### src/rtl/cfgl_pkg.sv
package cfgl_pkg;
    typedef enum logic [1:0] {S_IDLE, S_LOAD, S_WAIT_DONE, S_FINISH} load_state_e;
    typedef enum logic {R_IDLE, R_BURST} req_state_e;

    localparam int OFF_CTRL  = 'h40;
    localparam int OFF_STAT  = 'h44;
    localparam int OFF_SIZE  = 'h48;
    localparam int OFF_USED  = 'h4C;
    localparam int OFF_TOTAL = 'h50;
    localparam int OFF_CUR   = 'h54;
    localparam int OFF_WIN   = 'h3000;

    localparam int CB_EN  = 0;
    localparam int CB_RST = 1;
    localparam int CB_DMA = 2;

    localparam int SB_OK   = 0;
    localparam int SB_TGT  = 1;
    localparam int SB_OVF  = 2;
    localparam int SB_DONE = 18;
endpackage

### src/rtl/cfgl_fifo.sv
module cfgl_fifo #(
    parameter int W     = 32,
    parameter int DEPTH = 16,
    localparam int AW   = $clog2(DEPTH),
    localparam int LW   = AW + 1
) (
    input  logic          clk,
    input  logic          rst_n,
    input  logic          clear,
    input  logic          push,
    input  logic [W-1:0]  din,
    input  logic          pop,
    output logic [W-1:0]  dout,
    output logic          full,
    output logic          empty,
    output logic [LW-1:0] level
);
    logic [W-1:0]  mem [DEPTH];
    logic [AW-1:0] wp, rp;
    logic do_push, do_pop;

    assign full    = (level == LW'(DEPTH));
    assign empty   = (level == '0);
    assign do_push = push && !full && !clear;
    assign do_pop  = pop && !empty && !clear;
    assign dout    = mem[rp];

    always_ff @(posedge clk) begin
        if (do_push) mem[wp] <= din;
    end

    always_ff @(posedge clk or negedge rst_n) begin
        if (!rst_n) begin
            wp <= '0; rp <= '0; level <= '0;
        end else if (clear) begin
            wp <= '0; rp <= '0; level <= '0;
        end else begin
            if (do_push) wp <= (wp == AW'(DEPTH-1)) ? '0 : wp + 1'b1;
            if (do_pop)  rp <= (rp == AW'(DEPTH-1)) ? '0 : rp + 1'b1;
            level <= level + LW'(do_push) - LW'(do_pop);
        end
    end

    assert_no_overflow_R8: assert property (@(posedge clk) disable iff (!rst_n)
        (full && push) |=> (level <= $past(level)));
endmodule

### src/rtl/cfgl_serializer.sv
module cfgl_serializer (
    input  logic        clk,
    input  logic        rst_n,
    input  logic        clear,
    input  logic        word_avail,
    input  logic [31:0] word_in,
    output logic        pop,
    output logic [7:0]  byte_out,
    output logic        byte_valid,
    output logic        busy
);
    logic [31:0] sh;
    logic [1:0]  cnt;
    logic        last;

    assign last       = busy && (cnt == 2'd3);
    assign pop        = word_avail && (!busy || last) && !clear;
    assign byte_out   = sh[31:24];
    assign byte_valid = busy;

    always_ff @(posedge clk or negedge rst_n) begin
        if (!rst_n) begin
            sh <= '0; cnt <= '0; busy <= 1'b0;
        end else if (clear) begin
            cnt <= '0; busy <= 1'b0;
        end else if (pop) begin
            sh <= word_in; cnt <= '0; busy <= 1'b1;
        end else if (busy) begin
            sh  <= {sh[23:0], 8'h00};
            cnt <= cnt + 1'b1;
            if (last) busy <= 1'b0;
        end
    end
endmodule

### src/rtl/cfgl_dma_req.sv
module cfgl_dma_req #(
    parameter int HALF = 8,
    parameter int LW   = 5
) (
    input  logic          clk,
    input  logic          rst_n,
    input  logic          arm,
    input  logic [LW-1:0] free_words,
    input  logic          beat,
    output logic          req
);
    import cfgl_pkg::*;
    req_state_e st_q, st_d;
    logic [LW-1:0] cnt;

    always_comb begin
        st_d = st_q;
        unique case (st_q)
            R_IDLE:  if (arm && free_words >= LW'(HALF)) st_d = R_BURST;
            R_BURST: if (!arm || (beat && cnt == LW'(HALF-1))) st_d = R_IDLE;
        endcase
    end

    always_ff @(posedge clk or negedge rst_n) begin
        if (!rst_n) begin
            st_q <= R_IDLE; cnt <= '0;
        end else begin
            st_q <= st_d;
            if (st_q == R_IDLE) cnt <= '0;
            else if (beat)      cnt <= cnt + 1'b1;
        end
    end

    always_comb req = (st_q == R_BURST);
endmodule

### src/rtl/cfgl_top.sv
module cfgl_top #(
    parameter int FIFO_DEPTH = 16,
    parameter int ADDR_W     = 14,
    localparam int LW        = $clog2(FIFO_DEPTH) + 1,
    localparam int HALF      = FIFO_DEPTH / 2
) (
    input  logic              clk,
    input  logic              rst_n,
    input  logic              bus_we,
    input  logic [ADDR_W-1:0] bus_addr,
    input  logic [31:0]       bus_wdata,
    output logic [31:0]       bus_rdata,
    output logic              dma_req,
    output logic [7:0]        cfg_data,
    output logic              cfg_valid,
    output logic              cfg_rst,
    input  logic              cfg_done,
    input  logic              cfg_err,
    output logic              irq
);
    import cfgl_pkg::*;

    load_state_e st_q, st_d;
    logic ctrl_en, ctrl_rst, ctrl_dma;
    logic [31:0] total_q, cur_q;
    logic err_tgt, err_ovf, ok_flag, err_any;
    logic ctrl_wr, wzero, start, win_wr, ovf_evt;
    logic fifo_full, fifo_empty, pop, ser_busy, word_avail, loading;
    logic [31:0] fifo_dout, stat;
    logic [LW-1:0] level;

    assign ctrl_wr = bus_we && (bus_addr == ADDR_W'(OFF_CTRL));
    assign wzero   = ctrl_wr && (bus_wdata[2:0] == 3'b000);
    assign start   = ctrl_wr && bus_wdata[CB_EN] && !bus_wdata[CB_RST] && (st_q == S_IDLE);
    assign win_wr  = bus_we && (bus_addr == ADDR_W'(OFF_WIN));
    assign ovf_evt = win_wr && fifo_full;
    assign err_any = err_tgt || err_ovf;
    assign loading = (st_q == S_LOAD) || (st_q == S_WAIT_DONE);
    assign word_avail = (st_q == S_LOAD) && !fifo_empty && (cur_q < total_q);

    cfgl_fifo #(.W(32), .DEPTH(FIFO_DEPTH)) u_fifo (
        .clk(clk), .rst_n(rst_n), .clear(wzero), .push(win_wr), .din(bus_wdata),
        .pop(pop), .dout(fifo_dout), .full(fifo_full), .empty(fifo_empty), .level(level));

    cfgl_serializer u_ser (
        .clk(clk), .rst_n(rst_n), .clear(wzero), .word_avail(word_avail),
        .word_in(fifo_dout), .pop(pop), .byte_out(cfg_data), .byte_valid(cfg_valid),
        .busy(ser_busy));

    cfgl_dma_req #(.HALF(HALF), .LW(LW)) u_req (
        .clk(clk), .rst_n(rst_n),
        .arm(ctrl_en && ctrl_dma && (st_q == S_LOAD)),
        .free_words(LW'(FIFO_DEPTH) - level), .beat(win_wr), .req(dma_req));

    always_comb begin
        st_d = st_q;
        if (wzero) st_d = S_IDLE;
        else begin
            unique case (st_q)
                S_IDLE:      if (start) st_d = S_LOAD;
                S_LOAD:      if (err_any) st_d = S_FINISH;
                             else if (cur_q == total_q && !ser_busy)
                                 st_d = cfg_done ? S_FINISH : S_WAIT_DONE;
                S_WAIT_DONE: if (err_any || cfg_done) st_d = S_FINISH;
                S_FINISH:    st_d = S_FINISH;
            endcase
        end
    end

    always_ff @(posedge clk or negedge rst_n) begin
        if (!rst_n) begin
            st_q <= S_IDLE;
            ctrl_en <= 1'b0; ctrl_rst <= 1'b0; ctrl_dma <= 1'b0;
            total_q <= '0; cur_q <= '0;
            err_tgt <= 1'b0; err_ovf <= 1'b0; ok_flag <= 1'b0;
        end else begin
            st_q <= st_d;
            if (ctrl_wr) begin
                ctrl_en  <= bus_wdata[CB_EN];
                ctrl_rst <= bus_wdata[CB_RST];
                ctrl_dma <= bus_wdata[CB_DMA];
            end
            if (bus_we && bus_addr == ADDR_W'(OFF_TOTAL) && !ctrl_en) total_q <= bus_wdata;
            if (start) begin
                cur_q <= '0; err_tgt <= 1'b0; err_ovf <= 1'b0; ok_flag <= 1'b0;
            end else begin
                if (pop) cur_q <= cur_q + 32'd4;
                if (cfg_err && loading) err_tgt <= 1'b1;
                if (ovf_evt) err_ovf <= 1'b1;
                if (loading && st_d == S_FINISH && !err_any) ok_flag <= 1'b1;
            end
        end
    end

    always_comb begin
        irq     = (st_q == S_FINISH);
        cfg_rst = ctrl_en && ctrl_rst;
        stat = '0;
        stat[SB_OK]   = ok_flag;
        stat[SB_TGT]  = err_tgt;
        stat[SB_OVF]  = err_ovf;
        stat[SB_DONE] = cfg_done;
        unique case (bus_addr)
            ADDR_W'(OFF_CTRL):  bus_rdata = {29'b0, ctrl_dma, ctrl_rst, ctrl_en};
            ADDR_W'(OFF_STAT):  bus_rdata = stat;
            ADDR_W'(OFF_SIZE):  bus_rdata = 32'(FIFO_DEPTH * 4);
            ADDR_W'(OFF_USED):  bus_rdata = 32'({level, 2'b00});
            ADDR_W'(OFF_TOTAL): bus_rdata = total_q;
            ADDR_W'(OFF_CUR):   bus_rdata = cur_q;
            default:            bus_rdata = '0;
        endcase
    end

    assert_irq_hold_R9: assert property (@(posedge clk) disable iff (!rst_n)
        (irq && !wzero) |=> irq);
    assert_cur_step_R5: assert property (@(posedge clk) disable iff (!rst_n)
        !$stable(cur_q) |-> (cur_q == $past(cur_q) + 32'd4 || cur_q == '0));
    assert_cur_bound_R5: assert property (@(posedge clk) disable iff (!rst_n)
        (st_q == S_LOAD) |-> (cur_q <= total_q));
    assert_dma_mode_R11: assert property (@(posedge clk) disable iff (!rst_n)
        dma_req |-> (ctrl_en && ctrl_dma));
endmodule

### config.mk
export PLATFORM = sky130hd
export DESIGN_NAME = cfgl_top
export DESIGN_NICKNAME = d
export VERILOG_FILES = /design/src/rtl/cfgl_pkg.sv /design/src/rtl/cfgl_fifo.sv /design/src/rtl/cfgl_serializer.sv /design/src/rtl/cfgl_dma_req.sv /design/src/rtl/cfgl_top.sv
export SDC_FILE = /design/constraint.sdc
export NUM_CORES = 1
export LEC_CHECK = 0
export ABC_AREA = 1
export BUFFER_PORTS_ARGS = -buffer_cell sky130_fd_sc_hd__buf_2
export CAP_MARGIN = 20
export CORE_AREA = 2 2 266 268
export DETAILED_ROUTE_END_ITERATION = 12
export DIE_AREA = 0 0 268 270
export HOLD_SLACK_MARGIN = 0.02
export PLACE_DENSITY_LB_ADDON = 0.2
export SETUP_SLACK_MARGIN = 0.05
export SLEW_MARGIN = 20
export SYNTH_ARGS = -nofsm -noshare
export SYNTH_HDL_FRONTEND = slang
export SYNTH_SLANG_ARGS = --single-unit
### constraint.sdc
create_clock -name clk -period 4.25 [get_ports clk]
set_input_delay 0.2125 -clock clk [delete_from_list [all_inputs] [get_ports clk]]
set_output_delay 0.2125 -clock clk [all_outputs]
set_load 0.03 [all_outputs]
==> results.yml <==
placement:
  place_area_um2: 29100
  dp_hpwl_um: 47200
  placed_cells: 3375
  portBuffers: 94
  gp_congestion: 0.916
  pre_cts_ws_ps: 773
critical_path:
  crit_required_ps: 4040
  critPathMaxFanout: 29
  critPathArrivalTime_ps: 3500
  critical_path_class: "in2out"
  cp-start-kind: "input port"
  endpoint_kind: "output port"
timing:
  period_minus_slack_ps: 3720
  tns_ps: 0
  hold_violations: 0
  maxSlewHeadroom_pct: 27.4
  finalClockSkew_ps: 28.2
  fin_ws_ps: 533
  period_share_pct: 87.5
  slew_viol_final: 0
  fmax_mhz: 269
  final-setup-viol-count: 0
  rsz0062_at_grt: "no"
  worst_slew_pin_slew_ps: 1090
clock_tree:
  cts.clk_slew.worst_paths_ps: 60
  cts_setup_buffers: 0
  cts.htree.levels: 3
  cts_buffer_depth: 3
  cts_resized: 0
  cts_tree: "built"
  cts-root-buf: "clkbuf_16"
  clock-sinks: 636
  cts_made_buffers: 69
  clkLatencyLatePin_ps: 620
route:
  wire_per_inst_um: 22.7
  drtIter0Drc: 1794
  firstDrtPassIters: 5
  ant_nets: 0
  drc_errors: 0
  dr_total_vias: 19334
  vias_per_cell: 5.49
  wirelength_um: 80000
floorplan:
  rows: 97
  die_y_um: 270
  core-area_um2: 69500
  die_area_um2: 72400
  io_pins: 95
  start_util_pct: 39.6
  die-width_um: 268
grt:
  overflow: 0
  antenna_found_initial: 3
  grt_max_degree: 111
  grt_pass1_wl_um: 120000
  track_usage_pct: 22.1
  grt_pass1_vias: 19032
finish:
  seqCellArea_um2: 18500
  area_growth_pct: 14.5
  stdcell_count: 3520
  fin_nets: 2629
  multi_input_area_um2: 8030
  drive_above_1_share_pct: 11.5
  fill_cells: 6391
  stdcell_area_um2: 31500
  mostFrequentLayoutCell: "edfxtp_1"
  final_cell_mix: "edfxtp_1 (512), nand2_1 (469), nor2_1 (261)"
synth:
  syn_nets: 2539
  ys_seq_elements: 636
  synthesis.area_um2: 27500
  ys.flop_type: "edfxtp_1"
  async_flop_share_pct: 19.5
  synth-edff-count: 512
  syn_avg_cell_area_um2: 11.3
  synth.distinct_cells: 49
  yosysSeqAreaShare_pct: 67.1
  netlist_instances: 2434
  synth_warnings: 0
hold_path:
  hold_path_class: "in2reg"
power:
  power.leakage_nw: 11.7
  max-vdd-ir-drop_mv: 0.347
  power_density_nw_per_um2: 550
run:
  cap_violations: 0
run_status:
  status: "complete, no violations"
## critical path, stage by stage
cell and delay, ps:
dlygate4sd3_1 540, buf_2 130, inv_1 70, nand2_1 90, nor3_1 230, nand2_1 140
nor2_4 250, clkinv_1 870, o21ai_0 520, nor2_1 70, o21ai_0 130, buf_2 260
## logic make-up after synthesis
kind of cell             synth area share, %
AO/OA/AOI/OAI                           10.7
XOR/XNOR                               0.318
adder cells (fa/ha/maj)                 2.48
buffers and inverters                   4.19
flip-flops                              67.1
multiplexers                            1.19
AND/OR/NAND/NOR                         14.0
## where the power goes
part / leakage, nW / switching, mW / total [mW] / internal, mW
sequential: 6.17 / 0.315 / 7.33 / 7.01
clock: 1.08 / 2.44 / 5.90 / 3.46
combinational: 4.44 / 2.86 / 4.11 / 1.25
total: 11.7 / 5.61 / 17.3 / 11.7
## flip-flops by register name, indices dropped and copies added (netlist names), 2 cells and up
name / count
u_ser.sh: 32
u_ser.cnt: 2
cur_q: 30
u_fifo.rp: 4
u_req.cnt: 5
u_fifo.wp: 4
st_q: 2
total_q: 32
u_fifo.mem: 512
u_fifo.level: 5
## cell usage after synthesis (5+ instances only)
cell / instances / area share [%]
edfxtp_1: 512 / 56
nand2_1: 469 / 6.4
nor2_1: 278 / 3.8
o21ai_0: 231 / 4.2
inv_1: 126 / 1.7
dfrtp_1: 124 / 11
nand3_1: 103 / 1.9
a21oi_1: 80 / 1.5
o22ai_1: 72 / 1.6
clkbuf_1: 70 / 0.95
o221ai_1: 54 / 1.7
ha_1: 53 / 2.4
buf_2: 43 / 0.78
nand4_1: 28 / 0.64
o21ai_1: 24 / 0.44
nor3_1: 22 / 0.40
mux2_2: 17 / 0.70
buf_4: 14 / 0.38
a22oi_1: 12 / 0.33
mux2_1: 12 / 0.49
a32o_1: 9 / 0.33
xor2_1: 9 / 0.29
nor4_1: 7 / 0.16
o31ai_1: 7 / 0.19
buf_1: 6 / 0.082
inv_2: 6 / 0.082
a211oi_1: 5 / 0.14
## area by class of cell
cell class	instances	area share, %
flip-flops and latches	636	58.7
multi-input cells	1526	25.5
clock buffers	103	6.37
well taps	940	3.73
repair buffers	155	3.47
inverters	136	1.65
clock inverters	23	0.655
diodes	1	0.00794
## timing repair
item	CTS	global route
setup endpoints to repair	0	0
hold buffers	18	0
hold endpoints to repair	268	0
## final timing paths
check	startpoint	to	slack, ps	cells past startpoint
worst max-delay path	bus_addr[7]	bus_rdata[2]	530	12
worst min-delay path	bus_wdata[11]	u_fifo.mem[15][11]$_DFFE_PP_	40	1
worst max register to register	cur_q[31]$_DFFE_PN0P_	cur_q[25]$_DFFE_PN0P_	670	10
worst min register to register	u_ser.sh[8]$_DFFE_PN0P_	u_ser.sh[8]$_DFFE_PN0P_	480	2
max in group asynchronous	rst_n	cur_q[11]$_DFFE_PN0P_	2820	3
min in group asynchronous	rst_n	total_q[21]$_DFFE_PN0P_	280	2
## through the flow
step / power (mW) / hold WS (ps) / util, %
floorplan: 10.3 / -83.1 / -
global placement: 11.5 / 389 / 41.9
detailed placement: 11.5 / 384 / 41.9
CTS: 17.4 / 20.8 / 45.3
global route: 18.2 / 34.7 / 45.3
finish: 17.3 / 36.7 / 45.3
## per-layer routing
metal / share of wire (%) / vias to the layer above / wire, µm / global-route usage, %
met5: 0.010 / - / 8 / 0
met4: 1.9 / 2 / 1530 / 5.50
li1: - / 8875 / - / -
met3: 6.4 / 107 / 5090 / 3.46
met2: 48 / 629 / 38100 / 35.7
met1: 44 / 9721 / 35300 / 31.1
(Power assumes the default switching activity.)
